`config.mk`:
```
export PLATFORM = sky130hd
export DESIGN_NAME = phy_reg_port
export DESIGN_NICKNAME = d
export VERILOG_FILES = /design/src/rtl/phy_reg_port.sv
export SDC_FILE = /design/constraint.sdc
export NUM_CORES = 1
export LEC_CHECK = 0
export ABC_AREA = 1
export BUFFER_PORTS_ARGS = -buffer_cell sky130_fd_sc_hd__buf_2
export CORE_AREA = 4 4 222 224
export CTS_CLUSTER_DIAMETER = 100
export DETAILED_ROUTE_END_ITERATION = 6
export DIE_AREA = 0 0 226 228
export PLACE_DENSITY = 0.42
export RECOVER_POWER = 50
export SETUP_SLACK_MARGIN = 0.2
export SYNTH_ARGS = -nofsm -noshare
export SYNTH_HDL_FRONTEND = slang
export SYNTH_SLANG_ARGS = --single-unit
```
`constraint.sdc`:
```
create_clock -name clk -period 2.65 [get_ports clk]
set_input_delay 0.1325 -clock clk [delete_from_list [all_inputs] [get_ports clk]]
set_output_delay 0.1325 -clock clk [all_outputs]
set_load 0.05 [all_outputs]
```
`src/rtl/phy_reg_port.sv`:
```
module phy_reg_port #(
  parameter int          NUM_REGS  = 64,
  parameter int          ACK_DELAY = 3,
  parameter logic [63:0] IMPL_MASK = 64'h0000_0000_0000_39FF
) (
  input  logic                  clk,
  input  logic                  rst_n,
  input  logic                  csr_we,
  input  logic [31:0]           csr_wdata,
  output logic [31:0]           csr_rdata,
  output logic [NUM_REGS*8-1:0] phy_regs
);
  localparam int CW = (ACK_DELAY < 2) ? 1 : $clog2(ACK_DELAY);

  typedef enum logic [1:0] {S_IDLE, S_BUSY, S_DONE} st_t;

  logic [5:0]    addr_q, op_addr;
  logic [7:0]    wdat_q, rdat_q, op_data, rd_val;
  logic          wr_q, rd_q, ack_q, op_wr, op_rd;
  logic [CW-1:0] cnt_q;
  st_t           st_q;
  logic [7:0]    bank [NUM_REGS];
  logic          commit, req_any;
  logic          unused_wbits;

  assign req_any      = wr_q | rd_q;
  assign commit       = (st_q == S_BUSY) && (cnt_q == '0);
  assign unused_wbits = ^{csr_wdata[31:26], csr_wdata[23:16], csr_wdata[7:6]};
  assign csr_rdata    = {5'b0, ack_q, rd_q, wr_q, rdat_q, wdat_q, 2'b0, addr_q};

  always_ff @(posedge clk or negedge rst_n) begin
    if (!rst_n) begin
      addr_q <= '0;
      wdat_q <= '0;
      wr_q   <= 1'b0;
      rd_q   <= 1'b0;
    end else if (csr_we) begin
      addr_q <= csr_wdata[5:0];
      wdat_q <= csr_wdata[15:8];
      wr_q   <= csr_wdata[24];
      rd_q   <= csr_wdata[25];
    end
  end

  always_comb begin
    rd_val = '0;
    for (int i = 0; i < NUM_REGS; i++)
      if (op_addr == 6'(i)) rd_val = bank[i];
  end

  always_ff @(posedge clk or negedge rst_n) begin
    if (!rst_n) begin
      st_q    <= S_IDLE;
      cnt_q   <= '0;
      ack_q   <= 1'b0;
      rdat_q  <= '0;
      op_addr <= '0;
      op_data <= '0;
      op_wr   <= 1'b0;
      op_rd   <= 1'b0;
    end else begin
      case (st_q)
        S_IDLE: if (req_any) begin
          op_addr <= addr_q;
          op_data <= wdat_q;
          op_wr   <= wr_q;
          op_rd   <= rd_q;
          cnt_q   <= CW'(ACK_DELAY - 1);
          st_q    <= S_BUSY;
        end
        S_BUSY: if (cnt_q != '0) begin
          cnt_q <= cnt_q - CW'(1);
        end else begin
          ack_q <= 1'b1;
          st_q  <= S_DONE;
          if (op_rd) rdat_q <= (op_wr && IMPL_MASK[op_addr]) ? op_data : rd_val;
        end
        default: if (!req_any) begin
          ack_q <= 1'b0;
          st_q  <= S_IDLE;
        end
      endcase
    end
  end

  always_ff @(posedge clk or negedge rst_n) begin
    if (!rst_n) begin
      for (int i = 0; i < NUM_REGS; i++) bank[i] <= '0;
    end else begin
      for (int i = 0; i < NUM_REGS; i++)
        if (!IMPL_MASK[i]) bank[i] <= '0;
        else if (commit && op_wr && op_addr == 6'(i)) bank[i] <= op_data;
    end
  end

  always_comb
    for (int i = 0; i < NUM_REGS; i++) phy_regs[i*8 +: 8] = bank[i];


  ack_after_busy_chk: assert property (@(posedge clk) disable iff (!rst_n)
    $rose(ack_q) |-> $past(st_q == S_BUSY));


  ack_hold_chk: assert property (@(posedge clk) disable iff (!rst_n)
    (ack_q && req_any) |=> ack_q);


  ack_release_chk: assert property (@(posedge clk) disable iff (!rst_n)
    $fell(ack_q) |-> $past(!req_any));


  bank_stable_chk: assert property (@(posedge clk) disable iff (!rst_n)
    !(commit && op_wr) |=> $stable(phy_regs));


  rdata_stable_chk: assert property (@(posedge clk) disable iff (!rst_n)
    !(commit && op_rd) |=> $stable(rdat_q));
endmodule

```
# Word-level counts from Yosys, hierarchy flattened
# Memories as Yosys holds them, arrays and structs flattened.
# Cells that the tools add are included.
# totals
regBits	141
latch_bits	0
ram_bits	0
romBits	64
output_inout_bits	544
word_cells	200
n_memories	1
# op_classes
addsub	1
mul	0
div	0
n_lt_le_gt_ge	1
eq_ne	69
shifts	0
mux	76
bitwise_logic	3
n_reduce_logical	25
# memory_table
name	words	word_bits	read_ports	rd_ports_with_merged_regs	wr	line	text
(name not given)	64	1	1	0	0	76	if (op_rd) rdat_q <= (op_wr && IMPL_MASK[op_addr]) ? op_data : rd_val;
# op_table
cell	count
two-way mux 8 bit	65
== test 6 bit, second input constant	32
== test 6 x 5 -> 1 bit, second input constant	16
== test 6 x 4 -> 1 bit, second input constant	8
== test 6 x 3 -> 1 bit, second input constant	4
logical AND 1 bit	15
== test 6 x 2 -> 1 bit, second input constant	2
AND reduction 3 bit	4
two-way mux 2 bit	5
case mux 2 bit (2 select lines)	2
< comparator 6 x 7 -> 1 bit, second input constant	1
== test 6 x 1 -> 1 bit, second input constant	1
zero test 6 bit	1
zero test 2 bit	2
!= test 2 x 1 -> 1 bit, second input constant	2
!= test 2 bit, second input constant	2
nonzero test 2 bit	2
two-way mux 1 bit	3
!= test 3 x 1 -> 1 bit, second input constant	1
== test 2 x 1 -> 1 bit, second input constant	1
NOT 1 bit	2
case mux 1 bit (2 select lines)	1
AND reduction 2 bit	1
subtractor 2 x 1 -> 2 bit, second input constant	1
OR 1 bit	1

# Depth between registers and ports, before layout
# Gate-level depths: netlist (run 1).
# depth
ltp_word	66
ltp_mapped	19
ltp_nobuf	18

# Worst setup path before layout (run 1)
# Ideal clock, no wire load.
# synth_path
path_type	reg2reg
from	register op_addr[1]
to	register rdat_q[6]
t_arrival_ns	1.876
required_ns	2.573
setup_slack_ns	0.696
path_stages_with_launch	20
n_path_buf	1
period_less_slack_ns	1.954
path_cell_list	dfrtp_1 > inv_1 > ha_1 > buf_2 > nand2_1 > nor2_1 > nand2_1 > nand2_1 > nand2_1 > nand2_1 > nand2_1 > nand2_1 > nand2_1 > nand2_1 > nand2_1 > nand2_1 > nand2_1 > nand3b_1 > nand2_1 > a21oi_1
# synth_via
elab_chain_cells	66
word_cells_on_any_way	132
# synth_lines
element	line	text
from (decl)	17	logic [5:0] addr_q, op_addr;
from (signal assigned)	64	op_addr <= addr_q;
zero test 6 bit	48	if (op_addr == 6'(i)) rd_val = bank[i];
two-way mux 8 bit (64 in a row)	48	
two-way mux 8 bit (*)	76	
to (signal assigned)	76	
to (decl)	18	logic [7:0] wdat_q, rdat_q, op_data, rd_val;
# Every way passes the cells marked *; elsewhere a longest branch is shown, timed or not. The select of a mux whose other input is x is not followed.
# A chain may end at the register's enable or synchronous reset.

# Worst setup path in the final report (run 1)
# layout_path
from	register op_addr[0]
to	register rdat_q[7]
# The elaborated chain is that of the path after synthesis.

==> qor.txt, run 1 <==
critical path startpoint: op_addr[0]
final period utilization: 84.2%
critical path class: register to register
layout cells sized above 1: 13.3%
total power: 10.5 mW
Bufs on Longest Clock Path: 2
minimum clock period after layout: 2.23 ns
post-synthesis sequential area ratio: 36.1%
Initial Utilization: 20.6%
antenna violations before repair: 0
worst path cell trace: inv_2 -> ha_1 -> inv_1 -> nor2_2 -> nand2_2 -> o21ai_0 -> a21oi_1 -> buf_4 -> o21ai_0 -> nand3b_1 -> nand2_1 -> a21oi_1
FF-to-FF Start: op_addr[0]
Setup Skew: 0.0143 ns
Synth Warn #: 0
drt pass-1 iters: 5
final setup fails: 0
CP Capture Point: rdat_q[7]
WL/cell: 14.0 um
synthesized instance count: 1,256
largest net degree at the start of global routing: 80
FF-to-FF End: rdat_q[7]
initial DRC count: 337
Die Ht: 228 um
final slew viol count: 0
number of global-route vias before repair: 6,245
relative max-transition margin: 13.7%
clk slew on worst S/H paths: 0.06 ns
vias per inst: 3.39
IO Count: 579
DIE WIDTH: 226 um
area of the die: 51,500 um2
CP Capture Type: register
CTS tree: done
post-synthesis cell type count: 31
Mapped Area: 9770 um2
Worst-Skew Late Latency: 0.43 ns
Largest stage delay, worst path: 0.45 ns
Startpoint Class: register
Hold Path Class: primary input to register
slowest stage cell, crit path: dfrtp_2
DR vias: 6,973
Port Buf Inserts: 139
flop2flop setup slack: 0.42 ns
peak supply drop: 0.000446 V
Avg Inst Size Synth: 7.78 um2
antenna cells: 0
Yosys reg bits: 141
Tot GR Track Use: 10.6%
CP Data Required Time: 2.97 ns
Setup TNS: 0 ns
final setup margin: 0.419 ns
CTS HTree Levels: 4
dpl hpwl: 22,900 um
RSZ-0062 raised after global routing: no
P per Cell Area: 998 nW/um2
CP arrival: 2.55 ns
Nets: 1,466
root buf cell: clkbuf_16
cts bufs inserted: 17
Area growth, synth to finish: 7.75%
status: finished, final reports clean
Leak: 5.70 nW
routability cong.: 0.795
Max Clock Freq: 0.448 GHz
first-pass GRT wire length: 41,200 um
Slew @ Worst Pin: 1.29 ns
max-cap violations: 0
Setup WS pre-CTS: 0.194 ns
Clock Sinks: 141
final hold violations: 0
path depth of the worst reg2reg path: 12
DR DRC count: 0
fin util: 22.2%
Core Rows: 80
grt total ovfl: 0
Placeable Area: 47,300 um2
WL final: 28,800 um
crit-path max FO: 4
Post-DRT Antenna Nets: 0
==> report_power, final <==
part           switching (mW)  internal (mW)  leakage, nW
registers               0.357           2.55         1.89
clock network            1.02           1.62        0.311
logic                    4.06          0.904         3.50
==> cells by family (layout without fill, tap and decap cells) <==
family	after synthesis	in the layout	share of synthesized area (%)
muxes	1	1	0.115
AOI/OAI and AO/OA	183	183	9.55
other	1	423	0.0384
buffers and inverters	531	292	37.2
adders and majority gates	5	5	0.640
and+or+nand+nor	394	394	16.3
DFF	141	141	36.1
==> sequential cells by signal, indices dropped and copies added (netlist names) <==
name      count
cnt_q         2
op_addr       6
wdat_q        8
op_wr         1
phy_regs     96
rd_q          1
op_rd         1
wr_q          1
st_q          2
rdat_q        8
ack_q         1
op_data       8
addr_q        6
==> layout by cell type, fill, tap and decap left out, types with 6 or more instances in the layout <==
cell	n
nor3_1	6
dlygate4sd3_1	17
conb_1	423
nand2_1	278
inv_1	64
clkbuf_16	17
inv_2	6
buf_4	28
o21ai_0	133
nand3b_1	6
nor2_1	80
clkbuf_1	41
dfrtp_1	140
buf_2	99
a21oi_1	43
nand3_1	6
==> cell type report <==
type	count	area (um2)
Multi-Input combinational cell	1006	4240
Timing Repair Buffer	189	1080
Tap cell	615	769
Sequential cell	141	3530
Clock buffer	18	439
Fill cell	5287	36800
Clock inverter	14	206
Inverter	71	270
==> worst min path at each step <==
stage	from	endpoint	slack, ns	depth (start not counted)
finish	csr_we	wdat_q[1]	0.15	3
global route	csr_we	wdat_q[0]	0.17	3
global placement	rst_n	st_q[0]	0.23	1
CTS	csr_we	wdat_q[1]	0.14	3
floorplan	rst_n	ack_q	-0.16	0
detailed placement	rst_n	wr_q	0.23	1
==> worst max-delay path, delay by kind of cell, from the launching register on <==
family                   cells  cell delay [ns]
AO/OA/AOI/OAI                4             0.60
adder cells (fa/ha/maj)      1             0.22
buffers and inverters        3             0.35
flip-flops                   1             0.45
AND/OR/NAND/NOR              4             0.50
==> synth_stat cells <==
| cell | count | share of area [%] |
|---|---|---|
| ha_1 | 5 | 0.64 |
| nor2_1 | 80 | 3.1 |
| buf_4 | 426 | 33 |
| nand2_2 | 3 | 0.19 |
| and2_0 | 1 | 0.064 |
| nand4_1 | 2 | 0.13 |
| o22ai_1 | 1 | 0.064 |
| a211oi_2 | 1 | 0.13 |
| nand2_1 | 278 | 11 |
| a31oi_1 | 2 | 0.13 |
| nand3_1 | 7 | 0.36 |
| clkbuf_1 | 23 | 0.88 |
| a21oi_1 | 44 | 2.3 |
| nor3_1 | 6 | 0.31 |
| a211oi_1 | 1 | 0.077 |
| a21oi_2 | 1 | 0.090 |
| dfrtp_1 | 141 | 36 |
| nor2_2 | 5 | 0.32 |
| buf_2 | 5 | 0.26 |
| conb_1 | 1 | 0.038 |
| nor3_2 | 1 | 0.10 |
| inv_2 | 3 | 0.12 |
| nor3_4 | 2 | 0.33 |
| mux2_2 | 1 | 0.12 |
| nor2_4 | 2 | 0.23 |
| or2_2 | 1 | 0.064 |
| clkbuf_4 | 1 | 0.077 |
| nand3b_1 | 6 | 0.46 |
| inv_1 | 68 | 2.6 |
| o21ai_0 | 133 | 6.8 |
| buf_6 | 5 | 0.58 |
==> routing by layer <==
layer | up-vias | track usage, % | share of wire, %
met5 | - | 0 | 0
met4 | 0 | 3.12 | 2.0
met3 | 28 | 4.59 | 9.9
met2 | 295 | 17.8 | 50
met1 | 3236 | 12.2 | 38
li1 | 3414 | - | -
==> timing repair <==
action	CTS	global route
endpoints found under the setup margin	4	15
pin swaps	0	3
hold buffers	17	0
hold endpoints to repair	93	0
resized for setup	1	14
gates cloned	0	0
buffers inserted	0	9
==> metrics by stage <==
stage,instance area (um2),cells,hold slack (ns)
after global placement,9660,1996,0.228
final,10500,2054,0.149
after global routing,10500,2054,0.167
after CTS,10500,2045,0.136
after detailed placement,9660,1996,0.230
after floorplan,11400,1678,-0.163
No activity file was read; power rests on OpenSTA's default activity.
==> inputs of run 2 (changes only) <==
Settings changed: ABC_AREA 1 to 0, CORE_AREA 4 4 222 224 to 4 4 226 228, DIE_AREA 0 0 226 228 to 0 0 230 232.
Clock period 2.65 ns to 2 ns, I/O delays scaled along.
==> run 2 against run 1 <==
Against the previous run:
- wire length grew 6.0%
- critical path depth is 1 lower
- critical path type unchanged
- highest routed layer unchanged
- maximum frequency fell by 2.1%
- setup slack worse by 0.70 ns
- global-route usage decreased by 0.11 points
- largest cell class unchanged
- sequential power increased by 53%
- the run now ends with negative setup slack left
==> qor.txt, run 2 <==
number of flip-flops in the largest register: 96
synthesized instance count: 970
peak supply drop: 0.000740 V
top post-synthesis cells by area: dfrtp_1 (36%), buf_4 (33%), mux2_2 (14%), nand2_1 (1.3%), nor2_1 (1.3%)
Post-synth EDFFs: 0
DR vias: 6,661
number of global-route vias before repair: 6,276
Nets: 1,268
final setup fails: 16
commonest cells after routing, fill and taps aside: conb_1 (423), dfrtp_1 (140), buf_2 (119)
drt pass-1 iters: 4
max-cap violations: 0
layout cells sized above 1: 36.6%
Initial Utilization: 20.1%
Worst-Skew Late Latency: 0.44 ns
final setup margin: -0.278 ns
Startpoint Class: register
clk slew on worst S/H paths: 0.06 ns
Cell Int Power: 8.18 mW
Mapped Area: 9800 um2
register share of total power: 27.8%
Core Rows: 81
initial DRC count: 291
antenna violations before repair: 0
Setup TNS: -2.89 ns
FF-to-FF Start: op_addr[1]
post-synthesis sequential area ratio: 36.0%
Synth Flop Type: dfrtp_1
post-synth top area share: 36.0%
Yosys reg bits: 141
Post-synth top cells: buf_4 (426), dfrtp_1 (141), mux2_2 (124)
final period utilization: 114%
CP Data Required Time: 2.33 ns
final hold violations: 0
Largest stage delay, worst path: 0.45 ns
Area growth, synth to finish: 23.5%
antenna cells: 0
Die Ht: 232 um
IO Count: 579
Setup Skew: 0.00717 ns
Max Clock Freq: 0.439 GHz
critical path startpoint: op_addr[1]
DIE WIDTH: 230 um
CTS tree: done
fin util: 24.8%
relative max-transition margin: 18.6%
Synth Warn #: 0
RSZ-0062 raised after global routing: yes
Bufs on Longest Clock Path: 2
Placeable Area: 48,800 um2
largest net degree at the start of global routing: 48
Avg Inst Size Synth: 10.1 um2
WL/cell: 16.0 um
fraction of registers with async set/reset: 100%
most common cell after layout, fill and taps aside: conb_1
count leader, synth: buf_4
dpl hpwl: 24,500 um
worst path cell trace: inv_4 -> buf_6 -> ha_4 -> mux2_4 -> a2111oi_4 -> a21oi_2 -> buf_4 -> buf_6 -> o21ai_2 -> nand3_1 -> o221a_1
CTS HTree Levels: 4
CP Capture Type: register
Net Switching: 7.84 mW
crit-path max FO: 6
post-synthesis cell type count: 57
post-synth top area cell: dfrtp_1
Hold Path Class: primary input to register
Tot GR Track Use: 10.5%
total power: 16.0 mW
minimum clock period after layout: 2.28 ns
vias per inst: 3.50
most used cell along the critical path: buf_6
clock power share: 21.1%
Hold Startpoint: csr_we
Post-DRT Antenna Nets: 0
cts bufs inserted: 17
DR DRC count: 0
Clock Sinks: 141
WL final: 30,500 um
CP arrival: 2.61 ns
root buf cell: clkbuf_16
failing checks: negative setup slack
combinational share of power: 51.1%
status: finished, violations left
critical path class: register to register
Leak: 6.26 nW
slowest stage cell, crit path: dfrtp_2
P per Cell Area: 1320 nW/um2
Setup WS pre-CTS: -0.392 ns
area of the die: 53,400 um2
routability cong.: 0.861
Port Buf Inserts: 139
grt total ovfl: 0
switch share: 48.9%
first-pass GRT wire length: 42,300 um
Slew @ Worst Pin: 1.22 ns
final slew viol count: 0
==> run 2: kinds of logic after synthesis <==
family / synth area share [%]
AOI/OAI and AO/OA: 7.23
and+or+nand+nor: 7.47
adders and majority gates: 0.638
muxes: 14.3
buffers and inverters: 34.3
other: 0.0383
DFF: 36.0
==> run 2: worst max-delay path: cells and delay by family (launching register included) <==
kind                       cells  cell delay, ns
and+or+nand+nor                1            0.10
buffers and inverters          4            0.47
adders and majority gates      1            0.18
DFF                            1            0.45
AOI/OAI and AO/OA              4            0.68
muxes                          1            0.29
==> run 2: final cells by class <==
class / count / area (um2)
tap: 664 / 831
timing repair buffer: 272 / 1950
clock buffer: 22 / 454
inverter: 8 / 32.5
multi-input combinational: 788 / 5150
sequential: 141 / 3530
clock inverter: 10 / 164
fill: 5263 / 36700
==> run 2: power groups by stage <==
stage / sequential, mW / combinational, mW / clock (mW)
detailed placement: 4.44 / 7.26 / 0
floorplan: 5.29 / 4.78 / 0
CTS: 4.43 / 7.97 / 3.47
global route: 4.56 / 8.63 / 3.57
finish: 4.45 / 8.19 / 3.39
global placement: 4.45 / 7.24 / 0
==> run 2: path summary, 6_finish.rpt <==
| check | to | cells after the start | slack [ns] |
|---|---|---|---|
| setup / recovery | rdat_q[1] | 11 | -0.28 |
| hold / removal | wdat_q[4] | 2 | 0.20 |
| setup reg to reg | rdat_q[1] | 11 | -0.28 |
| hold reg to reg | op_rd | 1 | 0.52 |
| max in group asynchronous | op_addr[1] | 3 | 0.24 |
| min in group asynchronous | phy_regs[35] | 2 | 0.45 |
==> run 2: what timing repair did <==
action | CTS | global route
cloned | 1 | 0
setup endpoints to repair | 103 | 104
endpoints found under the hold margin | 75 | 0
pin swaps | 25 | 22
buffers inserted | 18 | 7
resized for setup | 102 | 52
hold buffers | 17 | 0
==> run 2: per-stage QoR <==
stage	area [um2]	std cells	hold slack [ns]
2_1_floorplan	11600	1392	-0.196
3_3_place_gp	10500	1830	0.0774
3_5_place_dp	10500	1830	0.0754
4_1_cts	11900	1898	0.165
5_1_grt	12100	1905	0.221
6_report	12100	1905	0.200
==> run 2: metal layers <==
layer / track usage (%) / vias to the layer above / share of wire (%)
li1: - / 2959 / -
met1: 11.9 / 3315 / 36
met2: 19.1 / 349 / 53
met3: 2.91 / 38 / 8.7
met4: 3.25 / 0 / 2.1
met5: 0 / - / 0
==> inputs of run 3 (changes only) <==
Settings changed: CTS_BUF_LIST set to sky130_fd_sc_hd__clkbuf_16.
==> run 3 against run 2 <==
Against the previous run:
- the flow still finishes with violations (negative setup slack)
- clock-buffer cell count shrank 5
- clock skew grew 0.00069 ns
- first-iteration DRC count shrank 8.2%
- sequential power is essentially flat
- register-to-register slack is essentially flat
- worst hold slack is essentially flat
- combinational power is essentially flat
- cell count is the same
- sequential share of layout area is essentially flat
- core utilization is essentially flat
- critical path depth is the same
- via count shrank 0.53%
- largest power group unchanged
==> qor.txt, run 3 (same netlist as run 2, synthesis figures left out) <==
CP Capture Type: register
relative max-transition margin: 18.4%
CP Data Required Time: 2.33 ns
Post-Place Cell Area: 10,500 um2
first-pass GRT wire length: 42,300 um
critical path class: register to register
final period utilization: 114%
P per Cell Area: 1320 nW/um2
hold_ws: 0.200 ns
Design Area, Final: 12,100 um2
CTS tree: done
WL/cell: 16.0 um
most used cell along the critical path: buf_6
number of flip-flops in the largest register: 96
Startpoint Class: register
Worst-Skew Late Latency: 0.44 ns
minimum clock period after layout: 2.28 ns
status: finished, violations left
crit-path max FO: 6
layout cells sized above 1: 36.6%
peak supply drop: 0.000729 V
area of the die: 53,400 um2
Crit path max-delay family: compound AO/OA/AOI/OAI gates
WP buf/inv: 4
Cell Int Power: 8.15 mW
worst hold stages: 2
commonest cells after routing, fill and taps aside: conb_1 (423), dfrtp_1 (139), buf_2 (119)
routability cong.: 0.861
Leak: 6.27 nW
FF-to-FF Start: op_addr[0]
dpl hpwl: 24,500 um
Hold Path Class: primary input to register
met3 GRT Util: 2.91%
CP arrival: 2.60 ns
root buf cell: clkbuf_16
number of global-route vias before repair: 6,279
fillers: 5,265
DR vias: 6,626
Slew @ Worst Pin: 1.22 ns
Nets: 1,268
DIE WIDTH: 230 um
failing checks: negative setup slack
initial DRC count: 267
total power: 16.0 mW
Largest stage delay, worst path: 0.41 ns
CTS HTree Levels: 4
cts bufs inserted: 17
drt pass-1 iters: 5
Tot GR Track Use: 10.5%
largest net degree at the start of global routing: 48
Port Buf Inserts: 139
area occupied by multi-input gates: 5160 um2
switch share: 49.1%
met1 Resource Use GR: 11.9%
Clock Sinks: 141
clk slew on worst S/H paths: 0.06 ns
FF-to-FF End: rdat_q[1]
Worst Hold End: wdat_q[4]
Setup WS pre-CTS: -0.392 ns
RSZ-0062 raised after global routing: yes
clock power share: 20.8%
Initial Utilization: 20.1%
Max Clock Freq: 0.439 GHz
Reg area: 3530 um2
WL final: 30,500 um
Die Ht: 232 um
flop2flop setup slack: -0.28 ns
final setup fails: 16
final slew viol count: 0
path depth of the worst reg2reg path: 11
Hold Startpoint: csr_we
slowest stage cell, crit path: a2111oi_4
Placeable Area: 48,800 um2
register share of total power: 27.8%
antenna violations before repair: 0
Core Rows: 81
vias per inst: 3.48
Setup Skew: 0.00786 ns
antenna cells: 0
max-cap violations: 0
Post-DRT Antenna Nets: 0
combinational share of power: 51.4%
most used routing layer: met2
Bufs on Longest Clock Path: 2
final setup margin: -0.276 ns
Net Switching: 7.85 mW
worst path cell trace: inv_2 -> buf_6 -> ha_4 -> mux2_4 -> a2111oi_4 -> a21oi_2 -> buf_4 -> buf_6 -> o21ai_2 -> nand3_1 -> o221a_1
Area growth, synth to finish: 23.7%
M2 GR Usage: 19.1%
grt total ovfl: 0
IO Count: 579
most common cell after layout, fill and taps aside: conb_1
DR DRC count: 0
final hold violations: 0
-- run 3: changes by cell type in the layout (fill, tap and decap cells not counted), sizes merged --
cell,previous run,this run
clkbuf,46,41
clkinv,5,6
inv,8,12
-- run 3: final cells by class --
| type | count | share of cell area, % |
|---|---|---|
| multi-input cells | 788 | 42.6 |
| flip-flops and latches | 141 | 29.1 |
| repair buffers | 272 | 16.2 |
| well taps | 664 | 6.85 |
| clock buffers | 17 | 3.51 |
| clock inverters | 15 | 1.51 |
| inverters | 8 | 0.268 |
-- run 3: through the flow --
step                std cells  util (%)  TNS [ns]
finish                   1905      24.8     -2.88
global route             1905      24.8    -12.90
CTS                      1898      24.4     -3.03
detailed placement       1830      21.5    -11.63
global placement         1830      21.5    -11.77
floorplan                1392         -     -1.84
-- run 3: layer usage --
layer / share of wire, % / vias to the layer above
li1: - / 2958
met1: 36 / 3299
met2: 53 / 334
met3: 8.4 / 35
met4: 2.1 / 0
met5: 0 / -
-- run 3: worst max-delay path by stage --
stage	start	end	slack, ns	cells past startpoint
6_report	op_addr[0]	rdat_q[1]	-0.28	11
5_1_grt	op_addr[1]	rdat_q[1]	-0.35	11
4_1_cts	op_addr[0]	rdat_q[5]	-0.25	9
3_5_place_dp	op_addr[0]	rdat_q[5]	-0.39	10
3_3_place_gp	op_addr[0]	rdat_q[1]	-0.35	10
2_1_floorplan	op_addr[0]	rdat_q[1]	-0.19	10
-- run 3: timing repair --
| item | 4_1_cts | 5_1_grt |
|---|---|---|
| endpoints found under the hold margin | 75 | 0 |
| pin swaps | 25 | 22 |
| gates cloned | 1 | 0 |
| buffers inserted | 18 | 7 |
| setup endpoints to repair | 103 | 104 |
| gates resized for setup | 103 | 58 |
| hold buffers | 17 | 0 |
-- run 3: power groups by stage --
stage | clock network, mW | logic, mW | registers [mW]
final | 3.32 | 8.22 | 4.45
after global routing | 3.51 | 8.68 | 4.56
after CTS | 3.41 | 7.97 | 4.43
after detailed placement | 0 | 7.26 | 4.44
after global placement | 0 | 7.24 | 4.45
after floorplan | 0 | 4.78 | 5.29
